==> src/rtl/pbc_pkg.sv <==
package pbc_pkg;

  localparam int WORD_W = 32;

  typedef enum logic [3:0] {
    K_LEVEL = 4'd0,
    K_DIR   = 4'd1,
    K_SET   = 4'd2,
    K_CLR   = 4'd3,
    K_RISE  = 4'd4,
    K_FALL  = 4'd5,
    K_STS   = 4'd6,
    K_MASK  = 4'd13
  } reg_kind_e;

endpackage

==> src/rtl/pbc_sync.sv <==
module pbc_sync #(
  parameter int W = 32
) (
  input  logic         clk_i,
  input  logic         rst_ni,
  input  logic [W-1:0] d_i,
  output logic [W-1:0] q_o
);

  logic [W-1:0] stage1_q;
  logic [W-1:0] stage2_q;

  always_ff @(posedge clk_i or negedge rst_ni) begin
    if (!rst_ni) begin
      stage1_q <= '0;
      stage2_q <= '0;
    end else begin
      stage1_q <= d_i;
      stage2_q <= stage1_q;
    end
  end

  assign q_o = stage2_q;

endmodule

==> src/rtl/pbc_addr_dec.sv <==
module pbc_addr_dec
  import pbc_pkg::*;
#(
  parameter int ADDR_W    = 12,
  parameter int NUM_BANKS = 4,
  localparam int IDX_W    = ADDR_W - 6
) (
  input  logic [ADDR_W-1:0] addr_i,
  output logic              hit_o,
  output logic [IDX_W-1:0]  bank_o,
  output reg_kind_e         kind_o
);

  logic [5:0]          word;
  logic [5:0]          kind_raw;
  logic [5:0]          sub;
  logic [ADDR_W-9:0]   grp;
  logic                kind_ok;

  always_comb begin
    word     = addr_i[7:2];
    kind_raw = word / 6'd3;
    sub      = word % 6'd3;
    grp      = addr_i[ADDR_W-1:8];
    bank_o   = IDX_W'(grp) * IDX_W'(3) + IDX_W'(sub);
    kind_ok  = (kind_raw <= 6'd6) || (kind_raw == 6'd13);
    kind_o   = reg_kind_e'(kind_raw[3:0]);
    hit_o    = (addr_i[1:0] == 2'b00) && kind_ok &&
               (bank_o < IDX_W'(NUM_BANKS));
  end

endmodule

==> src/rtl/pbc_bank.sv <==
module pbc_bank
  import pbc_pkg::*;
#(
  parameter int PW       = 32,
  parameter bit HAS_MASK = 1'b1
) (
  input  logic              clk_i,
  input  logic              rst_ni,
  input  logic [PW-1:0]     pins_i,
  input  logic              wr_i,
  input  reg_kind_e         kind_i,
  input  logic [WORD_W-1:0] wdata_i,
  output logic [WORD_W-1:0] rdata_o,
  output logic [PW-1:0]     pin_out_o,
  output logic [PW-1:0]     pin_oe_o,
  output logic              irq_o
);

  localparam logic [WORD_W-1:0] IMPL =
    (PW >= WORD_W) ? {WORD_W{1'b1}} : ((WORD_W'(1) << PW) - WORD_W'(1));

  logic [PW-1:0]     lvl_s;
  logic [WORD_W-1:0] lvl;
  logic [WORD_W-1:0] prev_q;
  logic [WORD_W-1:0] dir_q, dir_n;
  logic [WORD_W-1:0] out_q, out_n;
  logic [WORD_W-1:0] rise_en_q, rise_en_n;
  logic [WORD_W-1:0] fall_en_q, fall_en_n;
  logic [WORD_W-1:0] sts_q, sts_n;
  logic [WORD_W-1:0] w1c;
  logic [WORD_W-1:0] rise_hit, fall_hit;
  logic [WORD_W-1:0] msk_eff;
  logic              sts_wr;

  pbc_sync #(.W(PW)) u_sync (
    .clk_i (clk_i),
    .rst_ni(rst_ni),
    .d_i   (pins_i),
    .q_o   (lvl_s)
  );

  assign lvl = WORD_W'(lvl_s);

  // edge qualification against the previous synchronized sample
  assign rise_hit = lvl & ~prev_q & rise_en_q;
  assign fall_hit = ~lvl & prev_q & fall_en_q;
  assign sts_wr   = wr_i && (kind_i == K_STS);

  // next state
  always_comb begin
    dir_n     = dir_q;
    out_n     = out_q;
    rise_en_n = rise_en_q;
    fall_en_n = fall_en_q;
    w1c       = '0;
    if (wr_i) begin
      case (kind_i)
        K_DIR:   dir_n     = wdata_i & IMPL;
        K_SET:   out_n     = out_q | (wdata_i & IMPL);
        K_CLR:   out_n     = out_q & ~wdata_i;
        K_RISE:  rise_en_n = wdata_i & IMPL;
        K_FALL:  fall_en_n = wdata_i & IMPL;
        K_STS:   w1c       = wdata_i;
        default: ;
      endcase
    end
    // a fresh edge wins over a simultaneous clear
    sts_n = ((sts_q & ~w1c) | rise_hit | fall_hit) & IMPL;
  end

  // configuration registers, enabled by bus writes
  always_ff @(posedge clk_i or negedge rst_ni) begin
    if (!rst_ni) begin
      dir_q     <= '0;
      out_q     <= '0;
      rise_en_q <= '0;
      fall_en_q <= '0;
    end else if (wr_i) begin
      dir_q     <= dir_n;
      out_q     <= out_n;
      rise_en_q <= rise_en_n;
      fall_en_q <= fall_en_n;
    end
  end

  // history and status, updated every cycle
  always_ff @(posedge clk_i or negedge rst_ni) begin
    if (!rst_ni) begin
      prev_q <= '0;
      sts_q  <= '0;
    end else begin
      prev_q <= lvl;
      sts_q  <= sts_n;
    end
  end

  generate
    if (HAS_MASK) begin : g_mask
      logic [WORD_W-1:0] msk_q;
      always_ff @(posedge clk_i or negedge rst_ni) begin
        if (!rst_ni) begin
          msk_q <= '0;
        end else if (wr_i && (kind_i == K_MASK)) begin
          msk_q <= wdata_i & IMPL;
        end
      end
      assign msk_eff = msk_q;
    end else begin : g_nomask
      assign msk_eff = IMPL;
    end
  endgenerate

  always_comb begin
    case (kind_i)
      K_LEVEL: rdata_o = lvl;
      K_DIR:   rdata_o = dir_q;
      K_RISE:  rdata_o = rise_en_q;
      K_FALL:  rdata_o = fall_en_q;
      K_STS:   rdata_o = sts_q;
      K_MASK:  rdata_o = msk_eff;
      default: rdata_o = '0;
    endcase
  end

  assign pin_out_o = out_q[PW-1:0];
  assign pin_oe_o  = dir_q[PW-1:0];
  assign irq_o     = |(sts_q & msk_eff);

  // written-one bits of the set port are high next cycle
  a_r3_set_drives_high : assert property (@(posedge clk_i) disable iff (!rst_ni)
    (wr_i && kind_i == K_SET) |=>
      ((pin_out_o & $past(wdata_i[PW-1:0])) == $past(wdata_i[PW-1:0])));

  // written-one bits of the clear port are low next cycle
  a_r4_clear_drives_low : assert property (@(posedge clk_i) disable iff (!rst_ni)
    (wr_i && kind_i == K_CLR) |=>
      ((pin_out_o & $past(wdata_i[PW-1:0])) == '0));

  // a status bit can only appear where an edge enable was set
  a_r6_needs_enable : assert property (@(posedge clk_i) disable iff (!rst_ni)
    1'b1 |=> ((sts_q & ~$past(sts_q) & ~($past(rise_en_q) | $past(fall_en_q))) == '0));

  // without a status write, set bits remain set
  a_r7_sticky : assert property (@(posedge clk_i) disable iff (!rst_ni)
    !sts_wr |=> ((sts_q & $past(sts_q)) == $past(sts_q)));

  // nothing lives above the implemented pins
  a_r11_unimpl_zero : assert property (@(posedge clk_i) disable iff (!rst_ni)
    ((sts_q | dir_q | out_q | rise_en_q | fall_en_q | msk_eff) & ~IMPL) == '0);

endmodule

==> src/rtl/pin_bank_ctrl.sv <==
module pin_bank_ctrl
  import pbc_pkg::*;
#(
  parameter int NUM_PINS  = 100,
  parameter int ADDR_W    = 12,
  parameter bit HAS_MASK  = 1'b1,
  localparam int NUM_BANKS = (NUM_PINS + WORD_W - 1) / WORD_W,
  localparam int IDX_W     = ADDR_W - 6
) (
  input  logic                 clk,
  input  logic                 rst_n,
  input  logic                 bus_sel,
  input  logic                 bus_wr,
  input  logic [ADDR_W-1:0]    bus_addr,
  input  logic [WORD_W-1:0]    bus_wdata,
  output logic [WORD_W-1:0]    bus_rdata,
  input  logic [NUM_PINS-1:0]  pin_in,
  output logic [NUM_PINS-1:0]  pin_out,
  output logic [NUM_PINS-1:0]  pin_oe,
  output logic [NUM_BANKS-1:0] bank_irq,
  output logic                 irq_any
);

  logic [1:0]        rst_q;
  logic              rst_ni;
  logic              dec_hit;
  logic [IDX_W-1:0]  dec_bank;
  reg_kind_e         dec_kind;
  logic [NUM_BANKS-1:0] wr_sel;
  logic [WORD_W-1:0] bank_rd [NUM_BANKS];
  logic [WORD_W-1:0] rd_mux;
  logic [WORD_W-1:0] rdata_q, rdata_n;
  logic              rd_en;

  // reset: asserted asynchronously, released on the clock
  always_ff @(posedge clk or negedge rst_n) begin
    if (!rst_n) rst_q <= 2'b00;
    else        rst_q <= {rst_q[0], 1'b1};
  end
  assign rst_ni = rst_q[1];

  pbc_addr_dec #(
    .ADDR_W   (ADDR_W),
    .NUM_BANKS(NUM_BANKS)
  ) u_dec (
    .addr_i(bus_addr),
    .hit_o (dec_hit),
    .bank_o(dec_bank),
    .kind_o(dec_kind)
  );

  generate
    for (genvar b = 0; b < NUM_BANKS; b++) begin : g_bank
      localparam int PW = (b == NUM_BANKS - 1) ? (NUM_PINS - WORD_W * b) : WORD_W;

      assign wr_sel[b] = bus_sel && bus_wr && dec_hit && (dec_bank == IDX_W'(b));

      pbc_bank #(
        .PW      (PW),
        .HAS_MASK(HAS_MASK)
      ) u_bank (
        .clk_i    (clk),
        .rst_ni   (rst_ni),
        .pins_i   (pin_in[b*WORD_W +: PW]),
        .wr_i     (wr_sel[b]),
        .kind_i   (dec_kind),
        .wdata_i  (bus_wdata),
        .rdata_o  (bank_rd[b]),
        .pin_out_o(pin_out[b*WORD_W +: PW]),
        .pin_oe_o (pin_oe[b*WORD_W +: PW]),
        .irq_o    (bank_irq[b])
      );
    end
  endgenerate

  always_comb begin
    rd_mux = '0;
    for (int b = 0; b < NUM_BANKS; b++) begin
      if (dec_bank == IDX_W'(b)) rd_mux = bank_rd[b];
    end
    rd_en   = bus_sel && !bus_wr;
    rdata_n = dec_hit ? rd_mux : '0;
  end

  always_ff @(posedge clk or negedge rst_ni) begin
    if (!rst_ni)    rdata_q <= '0;
    else if (rd_en) rdata_q <= rdata_n;
  end

  assign bus_rdata = rdata_q;
  assign irq_any   = |bank_irq;

  // a write strobe reaches at most one bank
  a_r1_one_bank : assert property (@(posedge clk) disable iff (!rst_ni)
    $onehot0(wr_sel));

  // an unmapped read returns zero on the next cycle
  a_r12_unmapped_zero : assert property (@(posedge clk) disable iff (!rst_ni)
    (bus_sel && !bus_wr && !dec_hit) |=> (bus_rdata == '0));

  // the summary follows the bank lines
  a_r10_summary : assert property (@(posedge clk) disable iff (!rst_ni)
    ($countones(bank_irq) != 0) == irq_any);

endmodule

==> config.mk <==
export PLATFORM = sky130hd
export DESIGN_NAME = pin_bank_ctrl
export DESIGN_NICKNAME = d
export VERILOG_FILES = /design/src/rtl/pbc_pkg.sv /design/src/rtl/pbc_sync.sv /design/src/rtl/pbc_addr_dec.sv /design/src/rtl/pbc_bank.sv /design/src/rtl/pin_bank_ctrl.sv
export SDC_FILE = /design/constraint.sdc
export NUM_CORES = 1
export LEC_CHECK = 0
export ABC_AREA = 1
export BUFFER_PORTS_ARGS = -buffer_cell sky130_fd_sc_hd__buf_4
export CORE_ASPECT_RATIO = 1.1
export CORE_MARGIN = 4
export CORE_UTILIZATION = 25
export CTS_CLUSTER_DIAMETER = 100
export CTS_CLUSTER_SIZE = 28
export DETAILED_ROUTE_END_ITERATION = 6
export PLACE_DENSITY = 0.5
export SLEW_MARGIN = 5
export SYNTH_ARGS = -nofsm -noshare
export SYNTH_HDL_FRONTEND = slang
export SYNTH_SLANG_ARGS = --single-unit
==> constraint.sdc <==
create_clock -name clk -period 32.2 [get_ports clk]
set_input_delay 3.22 -clock clk [delete_from_list [all_inputs] [get_ports clk]]
set_output_delay 3.22 -clock clk [all_outputs]
set_load 0.01 [all_outputs]
# After elaboration in Yosys (flattened, before gate mapping)
# Index checks and enable logic that the tools add are counted.
word_totals:
  out_inout_bits: 237
  input_bits: 148
  mem_bits_ro: 0
  reg_bits: 962
  n_memories: 0
  ramBits: 0
  latchBits: 0
  wordCells: 166
op_classes:
  mux: 18
  shift: 0
  eq_ne: 11
  add_sub_neg: 1
  magnitude_cmp: 2
  reduce_logical: 40
  n_mul: 1
  n_bitwise: 53
  div: 2
op_table:
  columns: ["cell", "count"]
  rows:
  - ["$and A32 B32 Y32", 22]
  - ["$pmux W32 S6", 3]
  - ["$not A32 Y32", 10]
  - ["$mux W32", 9]
  - ["$or A32 B32 Y32", 9]
  - ["$pmux W32 S2", 4]
  - ["$reduce_or A128 Y1", 1]
  - ["$reduce_or A32 Y1", 4]
  - ["$or A32 B4 Y32", 1]
  - ["$reduce_and A2 Y1", 16]
  - ["$and A4 B4 Y4", 6]
  - ["$pmux W4 S6", 1]
  - ["$logic_and A1 B1 Y1", 13]
  - ["$eq A4 B3 Y1 const B", 3]
  - ["$eq A6 B2 Y1 const B", 2]
  - ["$not A4 Y4", 3]
  - ["$eq A4 B2 Y1 const B", 2]
  - ["$or A4 B4 Y4", 2]
  - ["$add A6 B6 Y6", 1]
  - ["$div A6 B2 Y6 const B", 1]
  - ["$eq A6 B1 Y1 const B", 1]
  - ["$eq A6 B4 Y1 const B", 1]
  - ["$le A6 B3 Y1 const B", 1]
  - ["$logic_not A6 Y1", 1]
  - ["other kinds (11)", 11]

# Depth between registers and ports, before layout
# Gate-level depths: netlist of the first run.
logic_depth:
  depth_word: 12
  mapped_depth: 36
  ltp_nobuf: 34

# Cells and area by module
# A second synthesis of the first run with hierarchy kept.
unflattened:
  cells_unflattened: 5116
  hier_area_um2: 41743.8
modules_own_cells:
  columns: ["mod", "area_each_um2", "cells_per_inst", "instances"]
  rows:
  - ["pbc_bank (g_bank[0].u_bank ...)", 10606.4, 1400, 3]
  - ["pbc_sync (g_bank[0].u_bank.u_sync ...)", 1601.5, 64, 3]
  - ["pin_bank_ctrl", 2557.5, 386, 1]
  - ["pbc_bank (g_bank[3].u_bank)", 1657.8, 222, 1]
  - ["pbc_addr_dec", 704.4, 108, 1]
  - ["pbc_sync (g_bank[3].u_bank.u_sync)", 200.2, 8, 1]

# Worst setup path before layout of the first run
# OpenSTA, ideal clock, no wires.
synth_path:
  path_type: "input-to-reg"
  start: "input bus_addr[7]"
  end: "register (tool-made name)"
  required_ps: 32083
  t_arrival_ps: 7900
  n_path_buf: 3
  cell_stages: 33
  setup_time_ps: 117
  setup_slack_ps: 24183
  cell_sequence: "inv_2 -> o21ai_1 -> nand3_2 -> nand2_1 -> nand2_1 -> nand2_1 -> inv_2 -> ha_1 -> a21oi_2 -> nand3_1 -> nand2_1 -> inv_1 -> ha_1 -> nor2_1 -> clkbuf_1 -> nand2_1 -> o21ai_0 -> fa_1 -> inv_1 -> ha_1 -> inv_1 -> fa_1 -> o21ai_0 -> xor2_1 -> nand3_1 -> nand2_2 -> nand4_4 -> nor2_8 -> buf_4 -> buf_4 -> nand3_1 -> nand2_1 -> nand2_1"
synth_lines:
  columns: ["item", "line", "rtl"]
  rows:
  - ["from (decl)", "pin_bank_ctrl.sv:14", "input logic [ADDR_W-1:0] bus_addr,"]

# Worst setup path in the final report of the first run
layout_path:
  start: "input bus_addr[6]"
  end: "register g_bank[2].u_bank.dir_q[27]"
layout_between:
  elab_chain_cells: 8
layout_rtl:
  columns: ["item", "line", "rtl"]
  rows:
  - ["branches (longest 7 deep; another with $mod A6 B2 Y6)", null, null]
  - ["$reduce_and A2 Y1 (no source line) *", null, null]
  - ["to (signal assigned)", "pbc_bank.sv:79", "dir_q <= dir_n;"]
  - ["to (decl)", "pbc_bank.sv:25", "logic [WORD_W-1:0] dir_q, dir_n;"]
# Mark *: on every way between the ends.
# A chain may end at the register's enable or synchronous reset.

==> results.md, run 1 <==
* Status: completed
* Reg2reg start: rst_q[1]
* Mean Syn Cell Area at 8.60 um2
* Post-Synth Adder-Cell Area at 0.452%
* DRT Pass-1 Iters at 5
* CP max-delay cell: buf_4
* Ports at 385
* Kind of end point of the critical path: flip-flop
* Post-cts resize count at 0
* R2R depth at 4
* Async set-or-reset flop fraction in the synthesized netlist at 100%
* Die Span X at 389 um
* DR WL/cell at 22.5 um
* Worst-Margin Slew at 1.17 ns
* Detailed-route via count at 33,059
* HP Class: reg2async
* Startpoint types: primary input
* Die H at 427 um
* Post-Route Skew at 0.0459 ns
* GP Congestion at 0.906
* Post-synthesis register bit count at 934
* Post-Synth XOR/XNOR Area at 0.0440%
* Simple-Gate Fraction of Synth Area at 27.0%
* Fillers at 16,935
* Pins Over Slew Limit at 0
* Netlist Area Pre-Place at 39,800 um2
* # Post-CTS Setup Buffers at 0
* Post-DP HPWL at 108 mm
* # DRC at 0
* Compound-Gate Fraction of Synth Area at 8.40%
* Main synth FF type: dfrtp_1
* Core footprint at 158,000 um2
* Seq/Total Area, Yosys at 58.7%
* First-pass GRT wire length at 227 mm
* Final Hold Fails at 0
* Syn nets at 4,795
* Worst-path fanout max at 71
* Final antenna-violating net count at 0
* Vias in the first global route at 32,034
* Largest net degree at the start of global routing at 175
* Worst Setup SP: bus_addr[6]
* Standard-cell rows at 153
* Number of CTS-inserted buffers at 47
* Reg2reg setup slack at 27.92 ns
* Maximum vdd drop at 38.8 uV
* Critical path's largest stage delay at 0.72 ns
* Hold WS at 0.336 ns
* Number of synthesized flops with an enable pin at 0
* Layout Nets at 5,013
* Clock sink count at 934
* Clk buf depth at 3
* Main combinational cell family by area after synthesis: simple AND/OR/NAND/NOR gates
* Worst EP required at 32.73 ns
* P&R area growth vs syn at 16.5%
* Remaining global-route overflow at 0
* RSZ-0062 raised after global routing: false
* Final period util at 31.7%
* Max-Cap Viols at 0
* Crit path arrival time at 10.73 ns
* Leak at 21.6 nW
* Clock-pin slew on the worst setup and hold paths at 0.12 ns
* CTS tree: done
* Clk Tree Root Cell: clkbuf_16
* Final setup violation count at 0
* Post-synthesis mux area share at 0%
* DR iter-0 viols at 2,913
* Gr usage total at 18.5%
* CTS H-tree lvls at 2
* Initial Utilization at 25.2%
* IO buf count at 384
* Crit path kind: in2reg
* Area of the die at 166,000 um2
* Worst skew pair latency at 0.70 ns
* Final min period at 10.20 ns
* R2r endpoint: g_bank[2].u_bank.fall_en_q[10]
* Initial antenna violation count at 2
* Hold Buf Count CTS at 0
* CP dominant cell by count: nand2_1
* Max-Slew Margin vs Limit at 21.8%
* Synth Instances at 4,635
* PD cells at 49.1 nW/um2
* Distinct cell type count of the synthesized netlist at 42
* F_max at 98.1 MHz
* Setup tns final at 0 ns
* Yosys warns at 0
* Vias per cell at 4.74
* Routed WL at 157 mm
* Layout cells sized above 1 at 11.6%
area by class of cell:
type                    instances  area, um2  share of cell area [%]
diodes                          3       7.51                  0.0162
clock buffers                  53       1240                    2.67
clock inverters                20        418                   0.901
inverters                     260        976                    2.10
flip-flops and latches        934      23400                    50.4
repair buffers                444       3370                    7.26
multi-input cells            3166      14400                    31.0
well taps                    2092       2620                    5.64
stage by stage:
step | std cells | area [um2] | utilization (%) | power (mW) | setup WS, ns
2_1_floorplan | 4635 | 39800 | - | 1.38 | 4.24
3_3_place_gp | 6896 | 44700 | 28.3 | 1.52 | 21.47
3_5_place_dp | 6896 | 44700 | 28.3 | 1.52 | 21.34
4_1_cts | 6969 | 46400 | 29.3 | 2.31 | 22.10
5_1_grt | 6969 | 46400 | 29.3 | 2.38 | 21.35
6_report | 6972 | 46400 | 29.3 | 2.28 | 22.00
layer usage:
| metal | GRT usage (%) | wire (um) | up-vias |
|---|---|---|---|
| met5 | 0 | 0 | - |
| met4 | 6.04 | 5760 | 0 |
| met3 | 3.00 | 9210 | 202 |
| met2 | 31.3 | 76200 | 942 |
| met1 | 24.0 | 66100 | 16402 |
| li1 | - | - | 15513 |
how the worst max path moves through the flow:
stage / to / slack [ns] / cells after the start
after global routing: g_bank[2].u_bank.pin_oe_o[25] / 21.35 / 36
after global placement: g_bank[2].u_bank.pin_oe_o[27] / 21.47 / 36
final: g_bank[2].u_bank.pin_oe_o[27] / 22.00 / 36
after detailed placement: g_bank[2].u_bank.pin_oe_o[20] / 21.34 / 36
after floorplan: async pin / 4.24 / 0
after CTS: g_bank[2].u_bank.pin_oe_o[27] / 22.10 / 36
critical path, delay by kind of cell:
kind | cells | cell delay (ns)
adder cells (fa/ha/maj) | 5 | 1.41
XOR/XNOR | 1 | 0.21
AO/OA/AOI/OAI | 4 | 0.75
buffers and inverters | 9 | 2.05
AND/OR/NAND/NOR | 17 | 3.02
cells in the final DEF, fill, tap and decap left out, types with 5 or more instances in the layout:
cell type	n
nand3b_1	22
buf_4	441
o21bai_1	23
inv_2	9
nand4_1	190
a21oi_1	32
nor2_1	308
o21ai_0	221
o22ai_1	6
dfrtp_1	933
nand2_1	1530
o21ai_1	289
a22o_1	16
a221oi_1	24
bufinv_16	5
inv_1	248
or2_2	5
nor2_4	6
nor2_2	5
nand3_1	435
nand2_2	12
ha_1	8
clkbuf_16	47
Yosys cell counts (14+ instances only):
cell | count | area [um2]
o21ai_0 | 221 | 1110
a221oi_1 | 24 | 210
nand3_1 | 437 | 2190
buf_2 | 60 | 300
inv_1 | 250 | 938
buf_1 | 17 | 63.8
buf_4 | 19 | 143
nand4_1 | 190 | 1190
o21bai_1 | 23 | 173
a22o_1 | 16 | 140
o21ai_1 | 289 | 1450
a21oi_1 | 33 | 165
nand3b_1 | 22 | 165
dfrtp_1 | 934 | 23400
nand2_2 | 14 | 87.6
nor2_1 | 316 | 1190
nand2_1 | 1531 | 5750
clkbuf_1 | 179 | 672
power breakdown:
group	switching, mW	leakage [nW]	total, mW	internal [mW]
combinational	0.225	9.00	0.288	0.0634
clock	0.449	0.796	0.783	0.335
sequential	0.0162	11.8	1.21	1.19
total	0.690	21.6	2.28	1.59
cell families (layout without fill, tap and decap cells):
logic type / Yosys count / after routing
AO/OA/AOI/OAI: 620 / 620
XOR/XNOR: 2 / 2
adder cells (fa/ha/maj): 12 / 12
buffers and inverters: 535 / 777
flip-flops: 934 / 934
other: 1 / 4
AND/OR/NAND/NOR: 2531 / 2531
No activity file was read; power rests on OpenSTA's default activity.
==> run 2, diff against run 1 <==
--- a/config.mk
+++ b/config.mk
@@ -13,7 +13,7 @@
 export CTS_CLUSTER_DIAMETER = 100
 export CTS_CLUSTER_SIZE = 28
 export DETAILED_ROUTE_END_ITERATION = 6
-export PLACE_DENSITY = 0.5
+export PLACE_DENSITY = 0.52
 export SLEW_MARGIN = 5
 export SYNTH_ARGS = -nofsm -noshare
 export SYNTH_HDL_FRONTEND = slang
==> constraint.sdc (replaced) <==
create_clock -name clk -period 9 [get_ports clk]
set_input_delay 0.9 -clock clk [delete_from_list [all_inputs] [get_ports clk]]
set_output_delay 0.9 -clock clk [all_outputs]
set_load 0.01 [all_outputs]
==> run 2 against run 1 <==
Compared with the run above: worst hold slack got worse by 0.026 ns; critical endpoint is now g_bank[1].u_bank.pin_oe_o[28]; global-route usage decreased by 0.11 points; combinational power increased to 3.6 times the previous value; non-clock buffer count increased by 10.
==> results.md, run 2 (same netlist as run 1, synthesis figures left out) <==
* Status: completed
* Worst Setup Slack, final at 1.87 ns (-20.14 ns)
* Final min period at 7.13 ns
* Clk buf depth at 3 (unchanged)
* Place WS at 1.25 ns (-20.09 ns)
* Die Span X at 389 um (unchanged)
* PD cells at 170 nW/um2 (+250%)
* F_max at 140 MHz
* CP max-delay cell: nand2_2
* CTS H-tree lvls at 2 (unchanged)
* Leak at 21.5 nW (-0.60%)
* Routed WL at 157 mm (-0.38%)
* HP Class: reg2async
* Core footprint at 158,000 um2 (unchanged)
* Final antenna-violating net count at 0 (unchanged)
* Clock-pin slew on the worst setup and hold paths at 0.12 ns (about the same)
* Post-Route Skew at 0.0528 ns (+0.00692 ns)
* P&R area growth vs syn at 15.9%
* Final Hold Fails at 0 (unchanged)
* Worst-path fanout max at 64 (-9.9%)
* Kind of end point of the critical path: flip-flop
* Number of CTS-inserted buffers at 43 (-8.5%)
* GP Congestion at 0.867 (-4.3%)
* Area of the die at 166,000 um2 (unchanged)
* Ports at 385 (unchanged)
* Setup tns final at 0 ns (unchanged)
* CTS tree: done
* Largest net degree at the start of global routing at 157 (-10%)
* Clk Tree Root Cell: clkbuf_16
* # DRC at 0 (unchanged)
* Maximum vdd drop at 146 uV (+280%)
* First-pass GRT wire length at 227 mm (-0.39%)
* RSZ-0062 raised after global routing: false
* Standard-cell rows at 153 (unchanged)
* # Post-CTS Setup Buffers at 0 (unchanged)
* IO buf count at 384 (unchanged)
* Max-Cap Viols at 0 (unchanged)
* Vias per cell at 4.78 (+0.88%)
* Die H at 427 um (unchanged)
* Post-DP HPWL at 110 mm (+1.3%)
* Remaining global-route overflow at 0 (unchanged)
* Crit path arrival time at 7.67 ns (-3.06 ns)
* Critical path's largest stage delay at 0.78 ns (+0.06 ns)
* DRT Pass-1 Iters at 6 (+1)
* Most frequent cells in the layout: nand2_1 (1,530), dfrtp_1 (933), buf_4 (449)
* Pins Over Slew Limit at 0 (unchanged)
* CP dominant cell by count: nand2_1
* Commonest non-fill, non-tap cell in the layout: nand2_1
* Clock sink count at 934 (unchanged)
* Max-Slew Margin vs Limit at 10.5% (-11 points)
* Layout cells sized above 1 at 11.6% (-0.041 points)
* Initial Utilization at 25.2% (unchanged)
* Final setup violation count at 0 (unchanged)
* Vias in the first global route at 32,181 (+0.46%)
* Detailed-route via count at 33,364 (+0.92%)
* Worst skew pair latency at 0.69 ns (about the same)
* Initial antenna violation count at 7 (+5)
* DR WL/cell at 22.5 um (-0.43%)
* DR iter-0 viols at 3,249 (+12%)
* Worst-Margin Slew at 1.33 ns (+0.161 ns)
* Worst EP required at 9.53 ns (-23.20 ns)
* Layout Nets at 5,019 (+0.12%)
* Gr usage total at 18.3% (-0.11 points)
* Crit path kind: in2reg
* Final period util at 79.3%
* Startpoint types: primary input
## run 2: changes by cell type in the layout (fill, tap and decap cells not counted), moves of 2 or more
cell,change
nand2_4,-3
nand2_2,+3
diode_2,+3
clkbuf_16,-3
inv_6,-2
inv_12,-4
bufinv_16,-4
buf_4,+8
clkinv_2,+3
## run 2: metrics by stage
step / instances / utilization, % / instance area, um2 / total power [mW] / hold WS (ns)
2_1_floorplan: 4635 / - / 39800 / 4.94 / 0.331
3_3_place_gp: 6905 / 28.3 / 44800 / 5.43 / 0.332
3_5_place_dp: 6905 / 28.3 / 44800 / 5.43 / 0.335
4_1_cts: 6969 / 29.2 / 46200 / 7.91 / 0.257
5_1_grt: 6974 / 29.2 / 46200 / 8.13 / 0.278
6_report: 6975 / 29.2 / 46200 / 7.83 / 0.311
## run 2: area by class of cell
type | count | area [um2]
Clock buffer | 49 | 1150
Tap cell | 2092 | 2620
Fill cell | 16692 | 112000
Timing Repair Buffer | 454 | 3460
Clock inverter | 14 | 208
Inverter | 260 | 976
Multi-Input combinational cell | 3166 | 14400
Antenna cell | 6 | 15.0
Sequential cell | 934 | 23400
## run 2: power by group
part / total, mW / leakage (nW) / internal (mW) / switching, mW
Clock: 2.47 / 0.658 / 0.983 / 1.49
Sequential: 4.32 / 11.8 / 4.27 / 0.0555
Combinational: 1.04 / 9.00 / 0.232 / 0.808
Total: 7.83 / 21.5 / 5.48 / 2.35
## run 2: final timing paths
check / from / end / cells past startpoint / slack [ns]
setup reg to reg: rst_q[1] / g_bank[2].u_bank.fall_en_q[1] / 2 / 6.44
hold reg to reg: rst_q[1] / g_bank[2].u_bank.g_mask.msk_q[29] / 0 / 0.31
hold / removal: rst_q[1] / g_bank[2].u_bank.g_mask.msk_q[29] / 0 / 0.31
min in group clk: pin_in[84] / g_bank[2].u_bank.u_sync.stage1_q[20] / 1 / 0.31
setup / recovery: bus_addr[6] / g_bank[1].u_bank.pin_oe_o[28] / 33 / 1.87
max in group asynchronous: rst_q[1] / g_bank[2].u_bank.fall_en_q[1] / 2 / 6.44
## run 2: worst max-delay path: cells and delay by family
kind	cells	cell delay [ns]
AO/OA/AOI/OAI	4	1.09
XOR/XNOR	1	0.20
adder cells (fa/ha/maj)	5	1.39
buffers and inverters	7	0.93
AND/OR/NAND/NOR	16	3.08
## run 2: per-layer routing
layer	vias to the layer above	track usage, %	share of wire (%)
met1	16558	23.4	41
met2	1072	31.0	48
met3	224	3.61	6.9
met4	0	6.48	3.7
met5	-	0	0
li1	15510	-	-
## run 2: repair_timing
item	CTS	global route
resized for setup	0	0
endpoints found under the hold margin	2	0
hold buffers	1	0
